$ cat config.mk
export PLATFORM = sky130hd
export DESIGN_NAME = i2c_seq_cfg_slave
export DESIGN_NICKNAME = d
export VERILOG_FILES = /design/src/rtl/seqcfg_pkg.sv /design/src/rtl/seqcfg_sync.sv /design/src/rtl/seqcfg_ctrl.sv /design/src/rtl/seqcfg_dp.sv /design/src/rtl/i2c_seq_cfg_slave.sv
export SDC_FILE = /design/constraint.sdc
export NUM_CORES = 1
export LEC_CHECK = 0
export BUFFER_PORTS_ARGS = -buffer_cell sky130_fd_sc_hd__buf_2
export CORE_AREA = 4 4 80 112
export CTS_CLUSTER_DIAMETER = 200
export CTS_CLUSTER_SIZE = 8
export DETAILED_ROUTE_END_ITERATION = 8
export DIE_AREA = 0 0 84 116
export GPL_ROUTABILITY_DRIVEN = 0
export HOLD_SLACK_MARGIN = 0.05
export PLACE_DENSITY = 0.75
export SYNTH_ARGS = -nofsm -noshare
export SYNTH_HDL_FRONTEND = slang
export SYNTH_SLANG_ARGS = --single-unit
$ cat constraint.sdc
create_clock -name clk -period 4 [get_ports clk]
set_input_delay 0.4 -clock clk [delete_from_list [all_inputs] [get_ports clk]]
set_output_delay 0.4 -clock clk [all_outputs]
set_load 0.02 [all_outputs]
$ cat src/rtl/seqcfg_pkg.sv
package seqcfg_pkg;

  // Strobes from the bus control to the datapath
  typedef struct packed {
    logic shiftBit;    // shift the sampled SDA bit into the byte register
    logic clearPtr;    // START seen: register pointer back to 0
    logic commitByte;  // eighth data bit received: write the byte
  } dpCmd_t;

  typedef enum logic [2:0] {
    ST_IDLE,
    ST_ADDR,
    ST_ACK_WAIT,
    ST_ACK_HOLD,
    ST_DATA,
    ST_IGNORE
  } rxState_e;

endpackage

$ cat src/rtl/seqcfg_sync.sv
module seqcfg_sync #(
  parameter int   STAGES    = 2,
  parameter logic RESET_VAL = 1'b1
) (
  input  logic clk,
  input  logic rst,
  input  logic din,
  output logic dout
);

  logic [STAGES-1:0] chain;

  always_ff @(posedge clk) begin
    if (rst) chain <= {STAGES{RESET_VAL}};
    else     chain <= {chain[STAGES-2:0], din};
  end

  assign dout = chain[STAGES-1];

endmodule

$ cat src/rtl/seqcfg_ctrl.sv
module seqcfg_ctrl
  import seqcfg_pkg::*;
#(
  parameter int BYTE_W      = 8,
  parameter int SYNC_STAGES = 2
) (
  input  logic   clk,
  input  logic   rst,
  input  logic   sclRaw,
  input  logic   sdaRaw,
  input  logic   addrMatchNext,
  input  logic   bankFull,
  output dpCmd_t dpCmd,
  output logic   sdaSample,
  output logic   sdaPullDown
);

  localparam int CNT_W = $clog2(BYTE_W);
  localparam logic [CNT_W-1:0] LAST_BIT = CNT_W'(BYTE_W - 1);

  logic sclS, sdaS, sclPrev, sdaPrev;
  logic sclRise, sclFall, startCond, stopCond;

  rxState_e state, stateNext;
  logic [CNT_W-1:0] bitCnt, bitCntNext;
  logic pullNext;
  logic lastBit;

  seqcfg_sync #(.STAGES(SYNC_STAGES), .RESET_VAL(1'b1)) uSclSync (
    .clk(clk), .rst(rst), .din(sclRaw), .dout(sclS)
  );
  seqcfg_sync #(.STAGES(SYNC_STAGES), .RESET_VAL(1'b1)) uSdaSync (
    .clk(clk), .rst(rst), .din(sdaRaw), .dout(sdaS)
  );

  always_ff @(posedge clk) begin
    if (rst) begin
      sclPrev <= 1'b1;
      sdaPrev <= 1'b1;
    end else begin
      sclPrev <= sclS;
      sdaPrev <= sdaS;
    end
  end

  assign sclRise   =  sclS & ~sclPrev;
  assign sclFall   = ~sclS &  sclPrev;
  assign startCond =  sclS &  sclPrev &  sdaPrev & ~sdaS;
  assign stopCond  =  sclS &  sclPrev & ~sdaPrev &  sdaS;
  assign lastBit   = (bitCnt == LAST_BIT);
  assign sdaSample = sdaS;

  always_comb begin
    stateNext  = state;
    bitCntNext = bitCnt;
    pullNext   = sdaPullDown;
    dpCmd      = '0;
    if (startCond) begin
      stateNext      = ST_ADDR;
      bitCntNext     = '0;
      pullNext       = 1'b0;
      dpCmd.clearPtr = 1'b1;
    end else if (stopCond) begin
      stateNext  = ST_IDLE;
      bitCntNext = '0;
      pullNext   = 1'b0;
    end else begin
      unique case (state)
        ST_ADDR: begin
          if (sclRise) begin
            dpCmd.shiftBit = 1'b1;
            if (lastBit) begin
              bitCntNext = '0;
              stateNext  = addrMatchNext ? ST_ACK_WAIT : ST_IGNORE;
            end else begin
              bitCntNext = bitCnt + 1'b1;
            end
          end
        end
        ST_DATA: begin
          if (sclRise) begin
            dpCmd.shiftBit = 1'b1;
            if (lastBit) begin
              bitCntNext = '0;
              if (!bankFull) begin
                dpCmd.commitByte = 1'b1;
                stateNext        = ST_ACK_WAIT;
              end else begin
                stateNext = ST_IGNORE;
              end
            end else begin
              bitCntNext = bitCnt + 1'b1;
            end
          end
        end
        ST_ACK_WAIT: begin
          if (sclFall) begin
            pullNext  = 1'b1;
            stateNext = ST_ACK_HOLD;
          end
        end
        ST_ACK_HOLD: begin
          if (sclFall) begin
            pullNext  = 1'b0;
            stateNext = ST_DATA;
          end
        end
        default: ;
      endcase
    end
  end

  always_ff @(posedge clk) begin
    if (rst) begin
      state       <= ST_IDLE;
      bitCnt      <= '0;
      sdaPullDown <= 1'b0;
    end else begin
      state       <= stateNext;
      bitCnt      <= bitCntNext;
      sdaPullDown <= pullNext;
    end
  end

endmodule

$ cat src/rtl/seqcfg_dp.sv
module seqcfg_dp
  import seqcfg_pkg::*;
#(
  parameter int               NUM_REGS    = 9,
  parameter int               BYTE_W      = 8,
  parameter int               SYNC_STAGES = 2,
  parameter logic [BYTE_W-3:0] ADDR_HI    = 6'b001000
) (
  input  logic                       clk,
  input  logic                       rst,
  input  dpCmd_t                     dpCmd,
  input  logic                       sdaSample,
  input  logic                       addrSelRaw,
  output logic                       addrMatchNext,
  output logic                       bankFull,
  output logic [NUM_REGS*BYTE_W-1:0] cfgRegs,
  output logic [NUM_REGS-1:0]        cfgWrStb
);

  localparam int PTR_W = $clog2(NUM_REGS + 1);

  logic [BYTE_W-2:0] shReg;
  logic [BYTE_W-1:0] byteNext;
  logic [PTR_W-1:0]  ptr;
  logic              addrSelS;

  seqcfg_sync #(.STAGES(SYNC_STAGES), .RESET_VAL(1'b0)) uSelSync (
    .clk(clk), .rst(rst), .din(addrSelRaw), .dout(addrSelS)
  );

  assign byteNext      = {shReg, sdaSample};
  assign addrMatchNext = (byteNext[BYTE_W-1:1] == {ADDR_HI, addrSelS}) && !byteNext[0];
  assign bankFull      = (ptr == PTR_W'(NUM_REGS));

  always_ff @(posedge clk) begin
    if (rst)                 shReg <= '0;
    else if (dpCmd.shiftBit) shReg <= byteNext[BYTE_W-2:0];
  end

  always_ff @(posedge clk) begin
    if (rst)                   ptr <= '0;
    else if (dpCmd.clearPtr)   ptr <= '0;
    else if (dpCmd.commitByte) ptr <= ptr + 1'b1;
  end

  for (genvar k = 0; k < NUM_REGS; k++) begin : gReg
    logic hit;
    assign hit = dpCmd.commitByte && (ptr == PTR_W'(k));
    always_ff @(posedge clk) begin
      if (rst) begin
        cfgRegs[k*BYTE_W +: BYTE_W] <= '0;
        cfgWrStb[k]                 <= 1'b0;
      end else begin
        cfgWrStb[k] <= hit;
        if (hit) cfgRegs[k*BYTE_W +: BYTE_W] <= byteNext;
      end
    end
  end

endmodule

$ cat src/rtl/i2c_seq_cfg_slave.sv
module i2c_seq_cfg_slave
  import seqcfg_pkg::*;
#(
  parameter int                NUM_REGS    = 9,
  parameter int                BYTE_W      = 8,
  parameter int                SYNC_STAGES = 2,
  parameter logic [BYTE_W-3:0] ADDR_HI     = 6'b001000
) (
  input  logic                       clk,
  input  logic                       rst,
  input  logic                       sclIn,
  input  logic                       sdaIn,
  input  logic                       addrSel,
  output logic                       sdaPullDown,
  output logic [NUM_REGS*BYTE_W-1:0] cfgRegs,
  output logic [NUM_REGS-1:0]        cfgWrStb
);

  dpCmd_t dpCmd;
  logic   sdaSample, addrMatchNext, bankFull;

  seqcfg_ctrl #(.BYTE_W(BYTE_W), .SYNC_STAGES(SYNC_STAGES)) uCtrl (
    .clk(clk), .rst(rst), .sclRaw(sclIn), .sdaRaw(sdaIn),
    .addrMatchNext(addrMatchNext), .bankFull(bankFull),
    .dpCmd(dpCmd), .sdaSample(sdaSample), .sdaPullDown(sdaPullDown)
  );

  seqcfg_dp #(
    .NUM_REGS(NUM_REGS), .BYTE_W(BYTE_W),
    .SYNC_STAGES(SYNC_STAGES), .ADDR_HI(ADDR_HI)
  ) uDp (
    .clk(clk), .rst(rst), .dpCmd(dpCmd), .sdaSample(sdaSample),
    .addrSelRaw(addrSel), .addrMatchNext(addrMatchNext), .bankFull(bankFull),
    .cfgRegs(cfgRegs), .cfgWrStb(cfgWrStb)
  );

endmodule

==> results of run 1 <==
==> flip-flops by register name, summed over array words and instances (netlist names) <==
register and cells:
uDp.cfgWrStb 9, uCtrl.state 3, uCtrl.uSdaSync.chain 2, uCtrl.uSclSync.chain 2
uDp.shReg 7, uDp.cfgRegs 72, uDp.uSelSync.chain 2, uCtrl.sdaPullDown 1
uCtrl.bitCnt 3, uDp.ptr 4, uCtrl.sclPrev 1, uCtrl.sdaPrev 1
==> layer usage <==
metal / global-route usage, % / routed length, um / up-vias
met4: 10.09 / 263 / 0
met5: 0 / 0 / -
li1: - / - / 1438
met1: 23.17 / 3846 / 1395
met3: 5.192 / 521 / 18
met2: 31.44 / 4471 / 75
==> per-stage QoR <==
step                instance area [um2]  setup WS (ps)  hold slack [ps]
finish                             4725           1676            241.3
global route                       4725           1442            253.1
CTS                                4725           1660            230.0
detailed placement                 4474           1690            398.8
global placement                   4474           1768            391.7
floorplan                          4074           2346            389.5
==> layout by cell type (no fill, tap or decap), drive strengths merged, types with 4 or more instances in the layout <==
cell type    n
nand3        4
nand4        9
nor2        99
inv          5
or2          7
buf         88
dfxtp      107
mux2i       83
clkbuf      13
nand2        5
ha           7
==> worst paths after layout <==
check / end / from
hold / removal: uCtrl.uSdaSync.chain[0]$_SDFF_PP1_ / sdaIn
setup / recovery: uDp.cfgRegs[35]$_SDFFE_PP0P_ / uCtrl.bitCnt[0]$_SDFFE_PP0P_
setup reg to reg: uDp.cfgRegs[35]$_SDFFE_PP0P_ / uCtrl.bitCnt[0]$_SDFFE_PP0P_
hold reg to reg: uCtrl.uSdaSync.chain[1]$_SDFF_PP1_ / uCtrl.uSdaSync.chain[0]$_SDFF_PP1_
==> final cells by class <==
cell class / instances / area, um2
clock buffers: 13 / 250.2
fillers: 718 / 3278
inverters: 5 / 18.77
multi-input cells: 249 / 1740
flip-flops and latches: 107 / 2142
well taps: 102 / 127.6
repair buffers: 88 / 445.4
==> power by group through the flow <==
stage	registers [uW]	logic (uW)	clock network, uW
3_3_place_gp	1100	31.3	0
4_1_cts	1080	31.7	801
6_report	1080	31.5	778
5_1_grt	1080	35.3	836
3_5_place_dp	1100	31.6	0
2_1_floorplan	1100	25.7	0
==> kinds of logic after synthesis <==
kind of cell,count (synthesis),share of synthesized area [%]
AOI/OAI and AO/OA,12,2.487
buffers and inverters,36,4.699
xor gates and xnor gates,6,1.290
and+or+nand+nor,141,16.40
DFF,107,52.58
muxes,83,20.39
adders and majority gates,7,2.150
==> key figures, run 1 <==
Worst setup path
  • Worst Path Buf+Inv: 0
  • Worst reg2reg setup slack: 1680 ps
  • Crit path DAT: 2530 ps
  • Crit-path cells: ha_1, ha_1, and3b_1, nand4_1, mux2i_1, nor2_1
  • Critical Path Start Type: flip-flop
  • Slowest cell on crit path: nand4_1
  • Required time worst endpoint: 4210 ps
  • Crit-path max cell delay: 640 ps
  • Crit-path most repeated cell: ha_1
  • Levels on crit path: 6
  • CP Class: reg2reg
  • CP delay by family, top: simple AND/OR/NAND/NOR gates
  • Crit. End Element: flip-flop
  • Reg2reg path depth: 6
  • Max FO, Critical Path: 12

Synth
  • Area leader, netlist: dfxtp_1
  • EDFF count, synth: 0
  • Area contributors post-synth: dfxtp_1, mux2i_1, nor2_1, ha_1, clkbuf_1
  • Primary FF master, synth: dfxtp_1
  • Synth Instances: 392
  • Post-Syn Area: 4074 um2
  • Post-synthesis cell type count: 37
  • Synth Register Bits: 107
  • Synthesized Nets: 404
  • Async set or reset register ratio after synthesis: 0%
  • Ys Warns: 0
  • Syn_area_per_cell: 10.39 um2
  • Commonest cells in the netlist: dfxtp_1, nor2_1, mux2i_1
  • Post-synth top area share: 52.58%
  • Sequential area share after synthesis: 52.58%
  • Count leader, synth: dfxtp_1

Placement
  • Post-DP HPWL: 6156 um
  • DP Cell Count: 551
  • I/O Buffers: 86

STA
  • Slew HR: 52.97%
  • Setup TNS: 0 ps
  • Tmin final: 2324 ps
  • Hold Vio Cnt, Final: 0
  • RSZ-0062 raised after global routing: no
  • Fin crit share: 58.11%
  • Slew Viols, Final: 0
  • Max Freq: 430.3 MHz
  • Worst Clk Skew: 5.192 ps
  • Worst Tran Pin Value: 704.5 ps
  • # setup viols final: 0

Power
  • Clock Power Share: 41.3%
  • Pint: 1508 uW
  • Combinational power share: 1.7%
  • Power per cell area: 399.0 nW/um2
  • Leakage Power: 0.002679 uW
  • Tot Pwr: 1885 uW
  • Switching pwr: 376.5 uW
  • Share of power burned in registers: 57.1%
  • Net Sw Frac: 19.97%
  • Worst IR Drop VDD: 0.2504 mV

Global route
  • Vias in the first global route: 2814
  • Initial antenna violation count: 0
  • Total track usage: 19.20%
  • Grt total ovfl: 0
  • First-pass GRT wire length: 14520 um
  • Largest net degree at the start of global routing: 40

Detailed routing
  • Remaining DRCs: 0
  • Routed vias/inst: 5.188
  • Drt first pass iters: 4
  • Via Count: 2926
  • Initial DRC count: 142
  • WL/cell: 16.14 um
  • ANT nets after route: 0
  • Routed WL: 9103 um

Worst hold path
  • Hold depth: 2
  • Path type of the worst min-delay path: in2reg

Status
  • Status: complete, no violations

Die
  • FP Rows: 39
  • DIE WIDTH: 84 um
  • Die Y: 116 um
  • Core area: 8003 um2
  • Die area: 9744 um2
  • Num ports: 87
  • Starting Density: 50.91%

Clocking
  • Postcts setup bufs: 0
  • CTS buffer count: 9
  • Max Root-Sink Buffers: 2
  • CTS Hold Bufs: 0
  • Reg clk slew, reported paths: 60 ps
  • CTS Sinks: 107
  • Clock latency on the worst-skew pair: 340 ps
  • CTS Root Cell: clkbuf_16
  • Post-CTS resize count: 0
  • H-tree depth: 3
  • CTS tree: yes

Final layout
  • Synthesis-to-layout area growth: 15.97%
  • Share of layout cells above drive strength 1: 24.68%
  • Final Instance Count excl. Fillers: 564
  • N_diodes: 0
  • Final nets: 472
  • Core Util, Final: 59.04%

Job
  • Max_cap viols: 0
Power figures use the tool's default switching activity.
==> run 2: changes to the inputs <==
- CORE_AREA: 4 4 80 112 -> 4 4 83 117
- DIE_AREA: 0 0 84 116 -> 0 0 87 121
- PLACE_DENSITY: 0.75 -> 0.73
- clock period: 4 -> 2.1 ns (I/O delays scaled with it)
==> key figures, run 2 (synthesized netlist as in run 1, its figures left out) <==
STA
  • Max Freq: 533.6 MHz (+24%)
  • Tmin final: 1874 ps (-450.2 ps)
  • Hold Vio Cnt, Final: 0 (unchanged)
  • Slew HR: 56.36% (+3.4 points)
  • # setup viols final: 0 (unchanged)
  • Worst Tran Pin Value: 653.7 ps (-50.75 ps)
  • Fin crit share: 89.24% (+31 points)
  • Setup TNS: 0 ps (unchanged)
  • RSZ-0062 raised after global routing: no
  • Worst Clk Skew: 4.213 ps (-0.9784 ps)
  • Slew Viols, Final: 0 (unchanged)

Final layout
  • Multi-input logic area: 1742 um2 (about the same)
  • Synthesis-to-layout area growth: 19.35%
  • Filler cell count: 747 (+4.0%)
  • Register area: 2142 um2 (unchanged)
  • Share of layout cells above drive strength 1: 26.83% (+2.2 points)
  • Final Instance Count excl. Fillers: 584 (+3.5%)
  • Max reg flops: 72 (unchanged)
  • Biggest register: uDp.cfgRegs
  • Most common cell after layout, fill and taps aside: dfxtp_1
  • N_diodes: 0 (unchanged)
  • Regs by FF count: uDp.cfgRegs: 72 flops, uDp.cfgWrStb: 9 flops, uDp.shReg: 7 flops
  • Final nets: 487 (+3.2%)
  • Commonest cells after routing, fill and taps aside: dfxtp_1, nor2_1, buf_2

Power
  • Pint: 2881 uW (+91%)
  • Power per cell area: 741.3 nW/um2 (+86%)
  • Worst IR Drop VDD: 0.5291 mV (+110%)
  • Combinational power share: 2.0% (+0.3 points)
  • Leakage Power: 0.002750 uW (+2.7%)
  • Clock Power Share: 41.2% (about the same)
  • Net Sw Frac: 20.07% (+0.10 points)
  • Switching pwr: 723.4 uW (+92%)
  • Share of power burned in registers: 56.8% (-0.3 points)
  • Tot Pwr: 3604 uW (+91%)

Worst setup path
  • Crit path DAT: 2100 ps (-430 ps)
  • Crit. End Element: flip-flop
  • CP delay by family, top: simple AND/OR/NAND/NOR gates
  • Levels on crit path: 6 (unchanged)
  • Worst reg2reg setup slack: 230 ps (-1450 ps)
  • Slowest cell on crit path: nand4_2
  • Crit-path cells: ha_1, ha_1, and3b_2, nand4_2, mux2i_1, nor2_1
  • Crit Reg-Reg Endpoint: uDp.cfgRegs[23]$_SDFFE_PP0P_
  • Reg2reg path depth: 6 (unchanged)
  • Crit-path most repeated cell: ha_1
  • CP Class: reg2reg
  • Critical Path Start Type: flip-flop
  • Worst Path Buf+Inv: 0 (unchanged)
  • Crit-path max cell delay: 370 ps (-270 ps)
  • Max FO, Critical Path: 12 (unchanged)
  • Required time worst endpoint: 2330 ps (-1880 ps)
  • Worst r2r src: uCtrl.bitCnt[0]$_SDFFE_PP0P_

Worst hold path
  • Hold Path Origin: addrSel
  • Hold depth: 2 (unchanged)
  • Path type of the worst min-delay path: in2reg
  • WHS Endpoint: uDp.uSelSync.chain[0]$_SDFF_PP0_

Clocking
  • Clock latency on the worst-skew pair: 340 ps (about the same)
  • CTS tree: yes
  • H-tree depth: 3 (unchanged)
  • Reg clk slew, reported paths: 60 ps (about the same)
  • CTS Sinks: 107 (unchanged)
  • Postcts setup bufs: 0 (unchanged)
  • Max Root-Sink Buffers: 2 (unchanged)
  • CTS Root Cell: clkbuf_16
  • CTS buffer count: 9 (unchanged)

Die
  • Core area: 8772 um2 (+9.6%)
  • Die Y: 121 um (+4.3%)
  • Starting Density: 46.44% (-4.5 points)
  • Die area: 10530 um2 (+8.0%)
  • FP Rows: 41 (+5.1%)
  • DIE WIDTH: 87 um (+3.6%)
  • Num ports: 87 (unchanged)

Detailed routing
  • Routed vias/inst: 5.128 (-1.1%)
  • Routed WL: 9440 um (+3.7%)
  • WL/cell: 16.16 um (+0.15%)
  • Initial DRC count: 128 (-9.9%)
  • Via Count: 2995 (+2.4%)
  • Remaining DRCs: 0 (unchanged)
  • Drt first pass iters: 5 (+1)
  • ANT nets after route: 0 (unchanged)

Placement
  • DP Cell Count: 569 (+3.3%)
  • Post-DP HPWL: 6504 um (+5.7%)
  • I/O Buffers: 86 (unchanged)

Status
  • Status: complete, no violations

Global route
  • Initial antenna violation count: 0 (unchanged)
  • First-pass GRT wire length: 15100 um (+3.9%)
  • Vias in the first global route: 2870 (+2.0%)
  • Largest net degree at the start of global routing: 46 (+15%)
  • Total track usage: 18.82% (-0.38 points)
  • Grt total ovfl: 0 (unchanged)

Job
  • Max_cap viols: 0 (unchanged)
run 2: how the worst max path moves through the flow:
stage,from,to,slack (ps)
detailed placement,uCtrl.bitCnt[0]$_SDFFE_PP0P_,uDp.cfgRegs[16]$_SDFFE_PP0P_,100
finish,uCtrl.bitCnt[0]$_SDFFE_PP0P_,uDp.cfgRegs[23]$_SDFFE_PP0P_,230
global placement,uCtrl.bitCnt[0]$_SDFFE_PP0P_,uDp.cfgRegs[21]$_SDFFE_PP0P_,210
global route,uCtrl.state[1]$_SDFFE_PP0P_,uDp.cfgRegs[16]$_SDFFE_PP0P_,80
CTS,uCtrl.bitCnt[0]$_SDFFE_PP0P_,uDp.cfgRegs[18]$_SDFFE_PP0P_,80
floorplan,uCtrl.bitCnt[0]$_SDFFE_PP0P_,uDp.cfgRegs[7]$_SDFFE_PP0P_,450
run 2: layer usage:
layer	vias to the layer above	GRT usage [%]	part of all wire, %
met2	62	30.51	51
met3	12	4.755	3.3
met1	1447	23.47	43
met4	0	7.895	2.7
met5	-	0	0
li1	1474	-	-
run 2: what timing repair did:
| action | CTS | global route |
|---|---|---|
| resized for setup | 0 | 1 |
| setup endpoints to repair | 0 | 17 |
| hold endpoints to repair | 2 | 0 |
| hold buffers | 2 | 0 |
run 2: cell type report:
class / count / area share, %
clock buffer: 13 / 5.147
inverter: 5 / 0.3860
multi-input combinational: 249 / 35.82
sequential: 107 / 44.06
tap: 107 / 2.753
timing repair buffer: 103 / 11.84
run 2: power groups by stage:
| stage | combinational, uW | sequential (uW) | clock [uW] |
|---|---|---|---|
| floorplan | 48.9 | 2090 | 0 |
| global route | 77.4 | 2050 | 1610 |
| CTS | 71.6 | 2050 | 1510 |
| finish | 70.8 | 2050 | 1490 |
| detailed placement | 67.9 | 2090 | 0 |
| global placement | 67.3 | 2090 | 0 |
run 2: stage by stage:
stage / utilization (%) / worst slack (ps) / instance area, um2 / hold slack, ps
floorplan: - / 445.6 / 4074 / 313.8
finish: 55.43 / 226.0 / 4862 / 84.65
global route: 55.43 / 75.21 / 4862 / 70.97
CTS: 55.41 / 83.16 / 4861 / 73.05
detailed placement: 52.33 / 97.86 / 4591 / 399.0
global placement: 52.33 / 208.8 / 4591 / 393.3
